===== config.mk =====
export PLATFORM = sky130hd
export DESIGN_NAME = ptp_stamp_latch
export DESIGN_NICKNAME = d
export VERILOG_FILES = /design/src/rtl/ptp_stamp_pkg.sv /design/src/rtl/ptp_rx_filter.sv /design/src/rtl/ptp_stamp_slot.sv /design/src/rtl/ptp_stamp_readout.sv /design/src/rtl/ptp_stamp_latch.sv
export SDC_FILE = /design/constraint.sdc
export NUM_CORES = 1
export LEC_CHECK = 0
export ABC_CLOCK_PERIOD_IN_PS = 2220
export BUFFER_PORTS_ARGS = -buffer_cell sky130_fd_sc_hd__buf_2
export CAP_MARGIN = 20
export CORE_AREA = 2 2 135 137
export DETAILED_ROUTE_END_ITERATION = 16
export DIE_AREA = 0 0 137 139
export PLACE_DENSITY = 0.85
export SYNTH_ARGS = -nofsm -noshare
export SYNTH_HDL_FRONTEND = slang
export SYNTH_HIERARCHICAL = 1
export SYNTH_SLANG_ARGS = --single-unit

===== constraint.sdc =====
create_clock -name clk -period 2.22 [get_ports clk]
set_input_delay 0.333 -clock clk [delete_from_list [all_inputs] [get_ports clk]]
set_output_delay 0.333 -clock clk [all_outputs]
set_load 0.02 [all_outputs]

===== src/rtl/ptp_stamp_pkg.sv =====
package ptp_stamp_pkg;

  localparam logic [15:0] ETYPE_TIMING   = 16'h88F7;
  localparam logic [15:0] EVENT_UDP_PORT = 16'd319;
  localparam logic [7:0]  PROTO_UDP      = 8'd17;
  localparam logic [3:0]  VER_ONE        = 4'd1;
  localparam logic [3:0]  VER_TWO        = 4'd2;
  localparam logic [3:0]  V1_MSG_SYNC    = 4'd0;
  localparam logic [3:0]  V1_MSG_DELAY   = 4'd1;
  localparam logic [3:0]  V2_EVENT_LAST  = 4'd3;

  localparam int NDIR   = 2;
  localparam int DIR_RX = 0;
  localparam int DIR_TX = 1;

  localparam logic [1:0] SYS_STATUS = 2'd0;
  localparam logic [1:0] SYS_RXDROP = 2'd1;
  localparam logic [1:0] SYS_TXDROP = 2'd2;

  typedef enum logic [1:0] {
    RXSEL_V1_UDP   = 2'd0,
    RXSEL_V2_EVENT = 2'd1,
    RXSEL_ANY      = 2'd2,
    RXSEL_NONE     = 2'd3
  } rx_sel_e;

  typedef struct packed {
    logic [15:0] etype;
    logic [7:0]  ip_proto;
    logic [15:0] udp_src;
    logic [15:0] udp_dst;
    logic [3:0]  ver;
    logic [3:0]  msg;
  } frame_hdr_t;

endpackage


===== src/rtl/ptp_rx_filter.sv =====
module ptp_rx_filter
  import ptp_stamp_pkg::*;
(
  input  frame_hdr_t hdr,
  input  rx_sel_e    sel,
  input  logic       v1_delay,
  input  logic       src_chk,
  output logic       hit
);

  logic l2_hit;
  logic udp_dst_hit;
  logic udp_src_ok;
  logic l4_hit;
  logic v1_hit;
  logic v2_hit;
  logic [3:0] v1_want;

  always_comb begin
    l2_hit      = (hdr.etype == ETYPE_TIMING);
    udp_dst_hit = (hdr.ip_proto == PROTO_UDP) && (hdr.udp_dst == EVENT_UDP_PORT);
    udp_src_ok  = !src_chk || (hdr.udp_src == EVENT_UDP_PORT);
    l4_hit      = udp_dst_hit && udp_src_ok;
    v1_want     = v1_delay ? V1_MSG_DELAY : V1_MSG_SYNC;
    v1_hit      = l4_hit && (hdr.ver == VER_ONE) && (hdr.msg == v1_want);
    v2_hit      = (l2_hit || l4_hit) && (hdr.ver == VER_TWO) && (hdr.msg <= V2_EVENT_LAST);
  end

  always_comb begin
    case (sel)
      RXSEL_V1_UDP:   hit = v1_hit;
      RXSEL_V2_EVENT: hit = v2_hit;
      RXSEL_ANY:      hit = 1'b1;
      default:        hit = 1'b0;
    endcase
  end

endmodule


===== src/rtl/ptp_stamp_slot.sv =====
module ptp_stamp_slot #(
  parameter int TIME_W = 64,
  parameter int DROP_W = 8
) (
  input  logic              clk,
  input  logic              rst_n,
  input  logic              qual,
  input  logic              clear,
  input  logic [TIME_W-1:0] time_now,
  output logic              valid,
  output logic [TIME_W-1:0] stamp,
  output logic [DROP_W-1:0] drop_cnt,
  output logic              cap
);

  localparam logic [DROP_W-1:0] DROP_MAX = {DROP_W{1'b1}};

  logic              valid_q;
  logic              valid_n;
  logic [TIME_W-1:0] stamp_q;
  logic [DROP_W-1:0] drop_q;
  logic [DROP_W-1:0] drop_n;
  logic              drop_hit;
  logic              drop_en;

  always_comb begin
    cap      = qual && !valid_q;
    drop_hit = qual && valid_q;
    drop_en  = drop_hit && (drop_q != DROP_MAX);
    drop_n   = drop_q + 1'b1;
    valid_n  = valid_q ? !clear : cap;
  end

  always_ff @(posedge clk or negedge rst_n) begin
    if (!rst_n) valid_q <= 1'b0;
    else        valid_q <= valid_n;
  end

  always_ff @(posedge clk or negedge rst_n) begin
    if (!rst_n)   stamp_q <= '0;
    else if (cap) stamp_q <= time_now;
  end

  always_ff @(posedge clk or negedge rst_n) begin
    if (!rst_n)       drop_q <= '0;
    else if (drop_en) drop_q <= drop_n;
  end

  assign valid    = valid_q;
  assign stamp    = stamp_q;
  assign drop_cnt = drop_q;

endmodule


===== src/rtl/ptp_stamp_readout.sv =====
module ptp_stamp_readout
  import ptp_stamp_pkg::*;
#(
  parameter int TIME_W = 64,
  parameter int DROP_W = 8
) (
  input  logic                         clk,
  input  logic                         rst_n,
  input  logic                         rd_en,
  input  logic [2:0]                   rd_addr,
  input  logic [NDIR-1:0][TIME_W-1:0]  dir_stamp,
  input  logic [NDIR-1:0]              dir_valid,
  input  logic [NDIR-1:0][DROP_W-1:0]  dir_drop,
  output logic [NDIR-1:0]              dir_clear,
  output logic [TIME_W/2-1:0]          rd_data
);

  localparam int HALF = TIME_W / 2;

  logic [HALF-1:0] rdata_q;
  logic [HALF-1:0] rdata_n;
  logic [HALF-1:0] stamp_word;
  logic [HALF-1:0] sys_word;

  for (genvar d = 0; d < NDIR; d++) begin : g_clear
    localparam logic [2:0] HI_ADDR = 3'(2 * d + 1);
    assign dir_clear[d] = rd_en && (rd_addr == HI_ADDR);
  end

  always_comb begin
    if (rd_addr[0]) stamp_word = dir_stamp[rd_addr[1]][TIME_W-1:HALF];
    else            stamp_word = dir_stamp[rd_addr[1]][HALF-1:0];
    case (rd_addr[1:0])
      SYS_STATUS: sys_word = HALF'(dir_valid);
      SYS_RXDROP: sys_word = HALF'(dir_drop[DIR_RX]);
      SYS_TXDROP: sys_word = HALF'(dir_drop[DIR_TX]);
      default:    sys_word = '0;
    endcase
    rdata_n = rd_addr[2] ? sys_word : stamp_word;
  end

  always_ff @(posedge clk or negedge rst_n) begin
    if (!rst_n)     rdata_q <= '0;
    else if (rd_en) rdata_q <= rdata_n;
  end

  assign rd_data = rdata_q;

endmodule


===== src/rtl/ptp_stamp_latch.sv =====
module ptp_stamp_latch
  import ptp_stamp_pkg::*;
#(
  parameter int TIME_W = 64,
  parameter int DROP_W = 8
) (
  input  logic                clk,
  input  logic                rst_n,
  input  logic                cfg_rx_en,
  input  logic                cfg_tx_en,
  input  logic [1:0]          cfg_rx_sel,
  input  logic                cfg_v1_delay,
  input  logic                cfg_src_chk,
  input  logic [TIME_W-1:0]   time_now,
  input  logic                rx_sof,
  input  logic [15:0]         rx_etype,
  input  logic [7:0]          rx_ip_proto,
  input  logic [15:0]         rx_udp_src,
  input  logic [15:0]         rx_udp_dst,
  input  logic [3:0]          rx_ptp_ver,
  input  logic [3:0]          rx_msg_type,
  input  logic                tx_sof,
  input  logic                tx_mark,
  input  logic                rd_en,
  input  logic [2:0]          rd_addr,
  output logic [TIME_W/2-1:0] rd_data,
  output logic                rx_valid,
  output logic                tx_valid,
  output logic                irq
);

  frame_hdr_t                  rx_hdr;
  rx_sel_e                     rx_sel;
  logic                        rx_hit;
  logic [NDIR-1:0]             dir_qual;
  logic [NDIR-1:0]             dir_clear;
  logic [NDIR-1:0]             dir_valid;
  logic [NDIR-1:0]             dir_cap;
  logic [NDIR-1:0][TIME_W-1:0] dir_stamp;
  logic [NDIR-1:0][DROP_W-1:0] dir_drop;
  logic                        irq_q;
  logic                        irq_n;

  assign rx_hdr = '{etype:    rx_etype,
                    ip_proto: rx_ip_proto,
                    udp_src:  rx_udp_src,
                    udp_dst:  rx_udp_dst,
                    ver:      rx_ptp_ver,
                    msg:      rx_msg_type};
  assign rx_sel = rx_sel_e'(cfg_rx_sel);

  ptp_rx_filter u_filter (
    .hdr      (rx_hdr),
    .sel      (rx_sel),
    .v1_delay (cfg_v1_delay),
    .src_chk  (cfg_src_chk),
    .hit      (rx_hit)
  );

  assign dir_qual[DIR_RX] = cfg_rx_en && rx_sof && rx_hit;
  assign dir_qual[DIR_TX] = cfg_tx_en && tx_sof && tx_mark;

  for (genvar d = 0; d < NDIR; d++) begin : g_slot
    ptp_stamp_slot #(
      .TIME_W (TIME_W),
      .DROP_W (DROP_W)
    ) u_slot (
      .clk      (clk),
      .rst_n    (rst_n),
      .qual     (dir_qual[d]),
      .clear    (dir_clear[d]),
      .time_now (time_now),
      .valid    (dir_valid[d]),
      .stamp    (dir_stamp[d]),
      .drop_cnt (dir_drop[d]),
      .cap      (dir_cap[d])
    );
  end

  ptp_stamp_readout #(
    .TIME_W (TIME_W),
    .DROP_W (DROP_W)
  ) u_readout (
    .clk       (clk),
    .rst_n     (rst_n),
    .rd_en     (rd_en),
    .rd_addr   (rd_addr),
    .dir_stamp (dir_stamp),
    .dir_valid (dir_valid),
    .dir_drop  (dir_drop),
    .dir_clear (dir_clear),
    .rd_data   (rd_data)
  );

  always_comb irq_n = |dir_cap;

  always_ff @(posedge clk or negedge rst_n) begin
    if (!rst_n) irq_q <= 1'b0;
    else        irq_q <= irq_n;
  end

  assign irq      = irq_q;
  assign rx_valid = dir_valid[DIR_RX];
  assign tx_valid = dir_valid[DIR_TX];

endmodule


==> metrics.md <==
| Metric | Value |
|---|---|
| Endpoint type of the worst setup path | `register` |
| Status | `complete, but fails checks` |
| Tmin final | `2300 ps` |
| Worst-Skew Late Latency | `430 ps` |
| Initial Utilization | `0.487` |
| Grt total ovfl | `0` |
| WP buf/inv | `3` |
| Pint | `8430 µW` |
| Top post-synthesis cells by count | `dfrtp_1, mux2_4, mux2_2, mux4_2, inv_1` |
| IO Port Bufs | `177` |
| Vias in the first global route | `6036` |
| Switching part of the total | `0.273` |
| Cell Chain, Critical Path | `buf_6 > or4_4 > o41ai_4 > a32oi_1 > o22ai_1 > and3_1 > nor2b_4 > buf_12 > buf_16 > mux2_4` |
| Dpl ws | `-618 ps` |
| Net switching power figure | `3170 µW` |
| Slew Limit Fails | `0` |
| Worst-margin pin slew | `672 ps` |
| CTS Buf Count | `17` |
| Critical Path Fanout Max | `14` |
| Synthesis-to-finish area growth | `24.5%` |
| Hold Path Class | `input pin to register` |
| Syn nets | `722` |
| Placed Area | `9840 µm²` |
| CP Data Required Time | `2540 ps` |
| Worst setup margin | `-78.9 ps` |
| Maxcap violations | `0` |
| RSZ-0062 raised after global routing | `yes` |
| H-tree depth | `4` |
| Setup Skew | `10.2 ps` |
| Share of layout cells above drive strength 1 | `0.527` |
| Root Buffer | `clkbuf_16` |
| CTS max path bufs | `2` |
| Initial antenna violation count | `6` |
| #FFs+latches synth | `179` |
| Crit-path max cell delay | `530 ps` |
| Die height | `139 µm` |
| Die area | `19000 µm²` |
| Failing checks | `setup timing` |
| Sequential Power Share | `0.446` |
| Avg Synthesized Cell Area | `14.9 µm²` |
| DR pass1 iterations | `4` |
| Clock power frac | `0.289` |
| Distinct cell type count after synthesis | `46` |
| Post-Syn Area | `8600 µm²` |
| Async S/R FF share, synth | `1.00` |
| DR iter-0 viols | `412` |
| F_max | `435 MHz` |
| Worst EP arrival | `2610 ps` |
| CP top delay family | `simple AND/OR/NAND/NOR gates` |
| DRT Wirelength | `21200 µm` |
| Final Instance Area | `10700 µm²` |
| Synth Instances | `577` |
| Worst VDD drop | `0.874 mV` |
| Core region area | `17700 µm²` |
| Finish-stage setup viols | `63` |
| Leakage power | `0.00500 µW` |
| Std cell rows | `49` |
| CTS tree | `yes` |
| Slowest CP cell | `or4_4` |
| CP startpoint | `rx_udp_src[10]` |
| Type of origin of the critical path | `input pin` |
| Global-route wire length before repair | `33100 µm` |
| I/O pin count | `178` |
| Tcrit/Tclk final | `1.04` |
| Pin count of the biggest net entering global routing | `71` |
| Crit Path Category | `input pin to register` |
| Routed Antenna Nets | `0` |
| Primary FF master, synth | `dfrtp_1` |
| Clk sinks | `179` |
| Post-synth top area share | `0.521` |
| Overall Global Routing Usage | `0.228` |
| Slew headroom | `0.552` |
| Vias post-DR | `5672` |
| Fin util | `0.607` |
| DP Wirelength | `14300 µm` |
| Count leader, synth | `dfrtp_1` |
| Combinational fraction of design power | `0.265` |
| EDFF count, synth | `0` |
| PwrDens | `1080 nW/µm²` |
| Hold Crit Start | `time_now[61]` |
| Die width | `137 µm` |
| Seq/Total Area, Yosys | `0.521` |
| RePlAce Congestion | `0.881` |
| RR Startpoint | `g_slot[1].u_slot/valid` |
| Yosys Warn Count | `6` |
| Synth area leaders | `dfrtp_1, mux2_4, mux4_2` |
| Clock transition at path regs | `70 ps` |
| Drt drc | `0` |
| Vias per inst | `5.57` |
| Routed length per instance | `20.8 µm` |
| FILL cells | `1292` |
| Nets@finish | `920` |
| Cell taking the most area after synthesis | `dfrtp_1` |
| Final hold viol count | `0` |
==> metal layers <==
| metal | wire length (µm) | track usage |
|---|---|---|
| met1 | 8650 | 0.288 |
| met2 | 10800 | 0.386 |
| met3 | 1390 | 0.0625 |
| met4 | 308 | 0.0559 |
| met5 | 51 | 0 |
==> stage by stage <==
step,TNS [ps],instances,hold WS (ps),total power (µW)
4_1_cts,-2730,1016,131,11600
5_1_grt,-8910,1018,136,12100
2_1_floorplan,-14380,577,37.4,7240
3_3_place_gp,-39720,979,388,7940
6_report,-2650,1019,147,11600
3_5_place_dp,-40700,979,395,8160
==> worst paths after layout <==
path | endpoint | slack (ps) | depth (start not counted)
setup reg to reg | g_slot[1].u_slot/stamp[6] | 670 | 3
hold reg to reg | u_readout/rd_data[15] | 480 | 1
setup / recovery | g_slot[0].u_slot/stamp[15] | -80 | 10
max in group asynchronous | g_slot[1].u_slot/drop_cnt[6] | 1060 | 3
min in group asynchronous | g_slot[0].u_slot/stamp[15] | 480 | 2
hold / removal | g_slot[0].u_slot/stamp[61] | 150 | 2
==> power groups by stage <==
stage / Combinational (µW) / Sequential (µW) / Clock, µW
after detailed placement: 2970 / 5180 / 0
after CTS: 3070 / 5160 / 3390
after global placement: 2840 / 5100 / 0
after floorplan: 2130 / 5100 / 0
final: 3070 / 5170 / 3350
after global routing: 3290 / 5310 / 3530
==> what timing repair did <==
action	in CTS	in global routing
resized for setup	18	1
hold buffers	1	0
endpoints found under the hold margin	65	0
buffers inserted	2	0
endpoints found under the setup margin	64	72
gates cloned	2	1
==> cells by family (layout without fill, tap and decap cells) <==
family                     count (synthesis)  count (layout)  synth area share
buffers and inverters                     71             282            0.0484
other                                      0               2                 0
xor gates and xnor gates                   9               9           0.00916
DFF                                      179             179             0.521
muxes                                    178             178             0.312
AOI/OAI and AO/OA                         58              58            0.0484
adders and majority gates                  2               2           0.00291
and+or+nand+nor                           80              80            0.0579
==> final cells by class <==
class / instances / area [µm²] / share of cell area
clock inverter: 14 / 224 / 0.0209
inverter: 38 / 143 / 0.0133
antenna: 2 / 5.00 / 0.000467
clock buffer: 18 / 439 / 0.0410
tap: 229 / 287 / 0.0267
timing repair buffer: 212 / 1350 / 0.126
sequential: 179 / 4480 / 0.418
multi-input combinational: 327 / 3790 / 0.354
==> state kept, by name, summed over array words and instances (netlist names) <==
register and flops:
g_slot.u_slot/stamp 128, u_readout/rd_data 32, g_slot.u_slot/drop_cnt 16, g_slot.u_slot/valid 2
irq 1
==> cells in the final DEF, fill, tap and decap left out, types with 3 or more instances in the layout <==
cell and count:
a21oi_1 12, a31oi_1 6, and3_1 6, buf_12 6, buf_16 4, buf_2 174
buf_4 23, bufinv_16 5, clkbuf_16 18, clkinv_1 10, clkinvlp_4 4, dfrtp_1 179
inv_1 28, inv_6 4, mux2_2 19, mux2_4 110, mux2i_1 18, mux4_2 30
nand2_1 16, nand2b_1 10, nand3_1 4, nand4b_1 5, nor2_1 13, nor2b_1 4
nor4_1 4, nor4b_1 3, nor4bb_1 3, o22ai_1 13, o2bb2ai_1 12, xnor2_1 8
Note: power is estimated with default switching activity, not from simulation.
